==> config.mk <==
export PLATFORM = sky130hd
export DESIGN_NAME = supply_guard
export DESIGN_NICKNAME = d
export VERILOG_FILES = /design/src/rtl/supguard_pkg.sv /design/src/rtl/supguard_sync2.sv /design/src/rtl/supguard_debounce.sv /design/src/rtl/supguard_deglitch.sv /design/src/rtl/supguard_rail_bank.sv /design/src/rtl/supply_guard.sv
export SDC_FILE = /design/constraint.sdc
export NUM_CORES = 1
export LEC_CHECK = 0
export CORE_MARGIN = 2
export CORE_UTILIZATION = 24
export CTS_CLUSTER_DIAMETER = 50
export DETAILED_ROUTE_END_ITERATION = 8
export PLACE_DENSITY = 0.39
export SYNTH_ARGS = -nofsm -noshare
export SYNTH_HDL_FRONTEND = slang
export SYNTH_SLANG_ARGS = --single-unit
==> constraint.sdc <==
create_clock -name clk -period 2 [get_ports clk]
set_clock_uncertainty 0.05 [all_clocks]
set_input_delay 0.5 -clock clk [delete_from_list [all_inputs] [get_ports clk]]
set_output_delay 0.5 -clock clk [all_outputs]
set_load 0.01 [all_outputs]
==> src/rtl/supguard_pkg.sv <==
package supguard_pkg;

  typedef enum logic [1:0] {
    SEQ_OFF  = 2'd0,
    SEQ_ON   = 2'd1,
    SEQ_STOP = 2'd2
  } seq_state_t;

  // bits needed to hold 0..limit
  function automatic int width_for(input int limit);
    return (limit < 2) ? 1 : $clog2(limit + 1);
  endfunction

endpackage

==> src/rtl/supguard_sync2.sv <==
module supguard_sync2 #(
  parameter logic RST_VAL = 1'b1
) (
  input  logic clk,
  input  logic rst_n,
  input  logic d_async,
  output logic q_sync
);
  logic meta_q;

  always_ff @(posedge clk or negedge rst_n) begin
    if (!rst_n) begin
      meta_q <= RST_VAL;
      q_sync <= RST_VAL;
    end else begin
      meta_q <= d_async;
      q_sync <= meta_q;
    end
  end
endmodule

==> src/rtl/supguard_debounce.sv <==
module supguard_debounce
  import supguard_pkg::*;
#(
  parameter int DEB_TICKS = 38000
) (
  input  logic clk,
  input  logic rst_n,
  input  logic tick,
  input  logic level_in,
  output logic rise_p,
  output logic fall_p
);
  localparam int CW = width_for(DEB_TICKS);
  localparam logic [CW-1:0] LAST = CW'(DEB_TICKS - 1);

  logic          stable_q;
  logic [CW-1:0] cnt_q;
  logic          differ;
  logic          flip;

  assign differ = level_in != stable_q;
  assign flip   = differ & tick & (cnt_q == LAST);

  always_ff @(posedge clk or negedge rst_n) begin
    if (!rst_n) begin
      stable_q <= 1'b1;
      cnt_q    <= '0;
      rise_p   <= 1'b0;
      fall_p   <= 1'b0;
    end else begin
      rise_p <= flip & level_in;
      fall_p <= flip & ~level_in;
      if (!differ) begin
        cnt_q <= '0;
      end else if (flip) begin
        stable_q <= level_in;
        cnt_q    <= '0;
      end else if (tick) begin
        cnt_q <= cnt_q + CW'(1);
      end
    end
  end

  // agreement with the settled level restarts the window
  a_r5_match_restarts: assert property (@(posedge clk) disable iff (!rst_n)
    (!differ) |=> (cnt_q == '0));
  // an event pulse always reports the level now settled
  a_r5_rise_agrees: assert property (@(posedge clk) disable iff (!rst_n)
    rise_p |-> stable_q);
  a_r5_fall_agrees: assert property (@(posedge clk) disable iff (!rst_n)
    fall_p |-> !stable_q);
endmodule

==> src/rtl/supguard_deglitch.sv <==
module supguard_deglitch
  import supguard_pkg::*;
#(
  parameter int WIN_TICKS = 73
) (
  input  logic clk,
  input  logic rst_n,
  input  logic tick,
  input  logic flag,
  input  logic en,
  output logic qual
);
  localparam int CW = width_for(WIN_TICKS);
  localparam logic [CW-1:0] LAST = CW'(WIN_TICKS - 1);

  logic [CW-1:0] cnt_q;
  logic          armed;

  assign armed = flag & en;
  // the tick that completes the window qualifies the fault
  assign qual  = armed & tick & (cnt_q == LAST);

  always_ff @(posedge clk or negedge rst_n) begin
    if (!rst_n)                      cnt_q <= '0;
    else if (!armed)                 cnt_q <= '0;
    else if (tick && cnt_q != LAST)  cnt_q <= cnt_q + CW'(1);
  end

  // a dropped or disabled flag forgets its partial count
  a_r3_restart_on_drop: assert property (@(posedge clk) disable iff (!rst_n)
    (!armed) |=> (cnt_q == '0));
  // no progress without a tick
  a_r11_idle_without_tick: assert property (@(posedge clk) disable iff (!rst_n)
    (armed && !tick) |=> $stable(cnt_q));
endmodule

==> src/rtl/supguard_rail_bank.sv <==
module supguard_rail_bank #(
  parameter int RAILS     = 3,
  parameter int WIN_TICKS = 73
) (
  input  logic             clk,
  input  logic             rst_n,
  input  logic             tick,
  input  logic [RAILS-1:0] flags,
  input  logic             en,
  output logic             hit
);
  logic [RAILS-1:0] qual_v;

  for (genvar g = 0; g < RAILS; g++) begin : g_rail
    supguard_deglitch #(.WIN_TICKS(WIN_TICKS)) u_dg (
      .clk  (clk),
      .rst_n(rst_n),
      .tick (tick),
      .flag (flags[g]),
      .en   (en),
      .qual (qual_v[g])
    );
  end

  assign hit = |qual_v;
endmodule

==> src/rtl/supply_guard.sv <==
module supply_guard
  import supguard_pkg::*;
#(
  parameter int OV_RAILS    = 3,
  parameter int UV_RAILS    = 2,
  parameter int OV_TICKS    = 73,
  parameter int UV_TICKS    = 146,
  parameter int DEB_TICKS   = 38000,
  parameter int OFF_TICKS   = 2300,
  parameter int BLANK_TICKS = 75000
) (
  input  logic                clk,
  input  logic                rst_n,
  input  logic                tick,
  input  logic [OV_RAILS-1:0] ov_flag,
  input  logic [UV_RAILS-1:0] uv_flag,
  input  logic                run_n,
  output logic                fault_off,
  output logic                fault_held
);
  localparam int BW = width_for(BLANK_TICKS);
  localparam int SW = width_for(OFF_TICKS);
  localparam logic [BW-1:0] BLANK_END = BW'(BLANK_TICKS);
  localparam logic [SW-1:0] STOP_LAST = SW'(OFF_TICKS - 1);

  // named internal events
  logic run_sync, start_evt, stop_evt;
  logic ov_en, uv_en, ov_hit, uv_hit, fault_hit;
  logic blank_done, stop_done;

  seq_state_t    st_q;
  logic [BW-1:0] blank_q;
  logic [SW-1:0] stop_q;
  logic          latch_q;

  supguard_sync2 #(.RST_VAL(1'b1)) u_sync (
    .clk(clk), .rst_n(rst_n), .d_async(run_n), .q_sync(run_sync)
  );

  supguard_debounce #(.DEB_TICKS(DEB_TICKS)) u_deb (
    .clk(clk), .rst_n(rst_n), .tick(tick), .level_in(run_sync),
    .rise_p(stop_evt), .fall_p(start_evt)
  );

  assign blank_done = (blank_q == BLANK_END);
  assign ov_en      = (st_q == SEQ_ON);
  assign uv_en      = ov_en & blank_done;
  assign stop_done  = (st_q == SEQ_STOP) & tick & (stop_q == STOP_LAST);

  supguard_rail_bank #(.RAILS(OV_RAILS), .WIN_TICKS(OV_TICKS)) u_ov (
    .clk(clk), .rst_n(rst_n), .tick(tick), .flags(ov_flag), .en(ov_en), .hit(ov_hit)
  );

  supguard_rail_bank #(.RAILS(UV_RAILS), .WIN_TICKS(UV_TICKS)) u_uv (
    .clk(clk), .rst_n(rst_n), .tick(tick), .flags(uv_flag), .en(uv_en), .hit(uv_hit)
  );

  assign fault_hit = ov_hit | uv_hit;

  always_ff @(posedge clk or negedge rst_n) begin
    if (!rst_n) begin
      st_q    <= SEQ_OFF;
      blank_q <= '0;
      stop_q  <= '0;
      latch_q <= 1'b0;
    end else begin
      if (fault_hit)      latch_q <= 1'b1;
      else if (stop_done) latch_q <= 1'b0;

      case (st_q)
        SEQ_OFF: begin
          if (start_evt) begin
            st_q    <= SEQ_ON;
            blank_q <= '0;
          end
        end
        SEQ_ON: begin
          if (tick && !blank_done) blank_q <= blank_q + BW'(1);
          if (stop_evt) begin
            st_q   <= SEQ_STOP;
            stop_q <= '0;
          end
        end
        SEQ_STOP: begin
          if (start_evt) begin
            st_q    <= SEQ_ON;
            blank_q <= '0;
          end else if (stop_done) begin
            st_q <= SEQ_OFF;
          end else if (tick) begin
            stop_q <= stop_q + SW'(1);
          end
        end
        default: st_q <= SEQ_OFF;
      endcase
    end
  end

  assign fault_off  = latch_q | (st_q == SEQ_OFF);
  assign fault_held = latch_q;

  // a latched fault always holds the rails off
  a_r4_held_forces_off: assert property (@(posedge clk) disable iff (!rst_n)
    fault_held |-> fault_off);
  // only a finished turn-off releases the latch
  a_r4_latch_sticky: assert property (@(posedge clk) disable iff (!rst_n)
    (latch_q && !stop_done) |=> latch_q);
  // no fault can be taken while the rails are not on
  a_r9_no_set_unless_on: assert property (@(posedge clk) disable iff (!rst_n)
    (st_q != SEQ_ON && !latch_q) |=> !latch_q);
  // blanking is in force on the first cycle of every turn-on
  a_r8_blank_at_start: assert property (@(posedge clk) disable iff (!rst_n)
    $rose(st_q == SEQ_ON) |-> !uv_en);
  // a debounced turn-on acts on the very next edge
  a_r7_on_next_edge: assert property (@(posedge clk) disable iff (!rst_n)
    (start_evt && st_q == SEQ_OFF) |=> (st_q == SEQ_ON));
  // the stop phase holds until its delay completes
  a_r6_stop_waits: assert property (@(posedge clk) disable iff (!rst_n)
    (st_q == SEQ_STOP && !stop_done && !start_evt) |=> (st_q == SEQ_STOP));
endmodule

==> out/metrics.csv <==
metric,value,unit
status,finished with violations,
violated checks,setup timing,
vias per cell,4.731,
Crit Path Class,reg2reg,
setup slack after layout,-0.1268,ns
Yosys cell types,57,
Main synth FF type,dfrtp_1,
grt ovf,0,
Total Wirelength,12.36,mm
multi-input logic area,2606,um^2
WP data arrival,2.36,ns
Max Slew Vio Count,0,
Die H,147.5,um
pwr/cell area,661.4,nW/um^2
CP max FO,4,
Max Freq,470.2,MHz
r2r setup slk,-0.13,ns
largest net degree at the start of global routing,35,
final setup fails,14,
Antenna diodes,0,
detailed router's first-iteration violation count,176,
max incr delay on CP,0.55,ns
buffer levels on the longest clock path,2,
Final Cell Area,6304,um^2
GRT Total Usage,12.27,%
"most common cell after layout, fill and taps aside",dfrtp_1,
drt pass-1 iters,6,
Hold Buf Count CTS,0,
Post-Syn Instances,518,
crit start category,register,
DR WL/cell,14.13,um
Fin Hold WS,0.02806,ns
max-cap viol count,0,
P_sw,1156,uW
Async SR Flop Fraction,100.0,%
worst path cell trace,or4_1 > or4_4 > or2_4 > mux2_4,
clock insertion delay at the later pin of the skew report,0.36,ns
Hold WC Path Type,in2async,
Final nets,623,
Required @ worst endpoint,2.23,ns
dpl cell area,5896,um^2
FILL cells,2121,
Sink Count,90,
crit path capture type,register,
Mapped Area,4941,um^2
Ports,11,
Worst Max-Slew Pin Slew,0.4770,ns
post-synthesis sequential area ratio,45.66,%
Residual DRC,0,
Yosys reg bits,90,
most frequent cells in the layout,"dfrtp_1 (84), buf_4 (77), nor2_1 (58), nand4_1 (31), nand2_1 (30)",
grt met1 use,16.60,%
Crit path max-delay family,simple AND/OR/NAND/NOR gates,
CTS tree,done,
worst path bufs/invs,0,
final hold violations,0,
Clock power frac,41.5,%
Max H-tree Level,3,
peak supply drop,0.0003775,V
sequential share of power,48.3,%
Rel. slew slack,67.38,%
met3 Use GR,2.006,%
synthesis-to-finish area growth,27.58,%
GR Layer Usage met2,19.60,%
initial core utilization,24.42,%
slowest CP cell,or4_4,
Lkg Pwr,0.002536,uW
initial antenna violation count,0,
gr busiest metal,met2,
crit path time final,2.127,ns
cell internal pwr,3014,uW
die area,21750,um^2
GP Congestion,0.7726,
Root Driver,clkbuf_16,
die width,147.5,um
Syn Nets,541,
Vias,4140,
number of synthesized flops with an enable pin,0,
Num CTS Buffers,9,
vias in the first global route,4321,
I/O Buffers,10,
Clock transition at path regs,0.07,ns
layout cells sized above 1,20.50,%
ANT nets after route,0,
post-DP HPWL,8.935,mm
"Avg Cell Area, Syn",9.539,um^2
first-pass GRT wire length,21.61,mm
sw frac,27.72,%
yosys warns,0,
fin crit share,106.3,%
Comb power frac,10.2,%
row count,52,
RSZ-0062 raised after global routing,true,
core area,20230,um^2
FF/Latch Area,2260,um^2
[repair_timing]
item | in CTS | in global routing
buffers inserted | 1 | 3
gates resized for setup | 11 | 14
gates cloned | 0 | 0
pin swaps | 1 | 3
endpoints found under the setup margin | 39 | 37
[synthesized netlist by cell type (6+ instances only)]
library cell | count | share of area [%]
a31oi_1 | 10 | 1.3
and2_1 | 6 | 0.76
nor2_1 | 59 | 4.5
nand2b_1 | 7 | 0.89
o21ai_0 | 21 | 2.1
a21oi_1 | 12 | 1.2
inv_1 | 22 | 1.7
or3_1 | 11 | 1.4
mux2i_1 | 8 | 1.6
dfrtp_1 | 87 | 44
clkbuf_1 | 13 | 0.99
nand3_1 | 25 | 2.5
o31ai_1 | 7 | 1.1
nor4_1 | 6 | 0.76
nor3_1 | 8 | 0.81
and3_1 | 10 | 1.3
nand4_1 | 31 | 3.9
xor2_1 | 23 | 4.1
xnor2_1 | 17 | 3.0
nand2_1 | 30 | 2.3
o211ai_1 | 8 | 1.2
ha_1 | 14 | 3.5
or4_1 | 12 | 1.8
nand3b_1 | 11 | 1.7
[cell type report]
| class | count | share of cell area [%] |
|---|---|---|
| clock inverters | 6 | 0.8932 |
| multi-input cells | 387 | 41.35 |
| repair buffers | 89 | 11.39 |
| clock buffers | 10 | 3.791 |
| well taps | 270 | 5.359 |
| inverters | 23 | 1.370 |
| flip-flops and latches | 90 | 35.85 |
[flip-flops by register name, indices dropped and copies added (netlist names)]
| name | flops |
|---|---|
| u_ov.g_rail.u_dg.cnt_q | 21 |
| u_sync.q_sync | 1 |
| stop_q | 12 |
| u_sync.meta_q | 1 |
| u_deb.rise_p | 1 |
| u_deb.fall_p | 1 |
| st_q | 2 |
| u_uv.g_rail.u_dg.cnt_q | 16 |
| blank_q | 17 |
| u_deb.stable_q | 1 |
| fault_held | 1 |
| u_deb.cnt_q | 16 |
[metrics by stage]
| step | setup slack (ns) | total power [uW] | setup TNS, ns | utilization (%) | instances |
|---|---|---|---|---|---|
| detailed placement | -0.6149 | 2460 | -18.93 | 29.14 | 855 |
| global placement | -0.5959 | 2453 | -18.85 | 29.14 | 855 |
| global route | -0.1704 | 4389 | -2.059 | 31.15 | 875 |
| finish | -0.1268 | 4169 | -0.9369 | 31.15 | 875 |
| floorplan | -0.2002 | 2260 | -1.011 | - | 518 |
| CTS | -0.1536 | 4233 | -1.326 | 30.76 | 872 |
[layer usage]
layer  share of wire [%]  vias to the layer above
li1                    -                     2063
met1                  50                     2034
met2                  46                       28
met3                 1.8                       15
met4                 1.8                        0
met5                   0                        -
[cells by family after synthesis]
logic type,Yosys count,share of synthesized area (%)
multiplexers,11,2.380
XOR/XNOR,40,7.090
flip-flops,90,45.66
buffers and inverters,41,3.267
AND/OR/NAND/NOR,242,27.43
AO/OA/AOI/OAI,80,10.64
adder cells (fa/ha/maj),14,3.545
[worst paths after layout]
path	from	to	cells after the start
worst max-delay path	u_deb.cnt_q[7]	u_deb.stable_q	4
worst min-delay path	rst_n	stop_q[11]	1
worst max register to register	u_deb.cnt_q[7]	u_deb.stable_q	4
worst min register to register	u_sync.meta_q	u_sync.q_sync	0
max in group asynchronous	rst_n	u_deb.stable_q	2
min in group clk	u_sync.meta_q	u_sync.q_sync	0
[power groups by stage]
stage	clock [uW]	sequential [uW]	combinational, uW
floorplan	0	2030	234
detailed placement	0	2040	419
global placement	0	2050	405
global route	1880	2030	484
finish	1730	2010	427
CTS	1800	2010	421
Note: power is estimated with default switching activity, not from simulation.
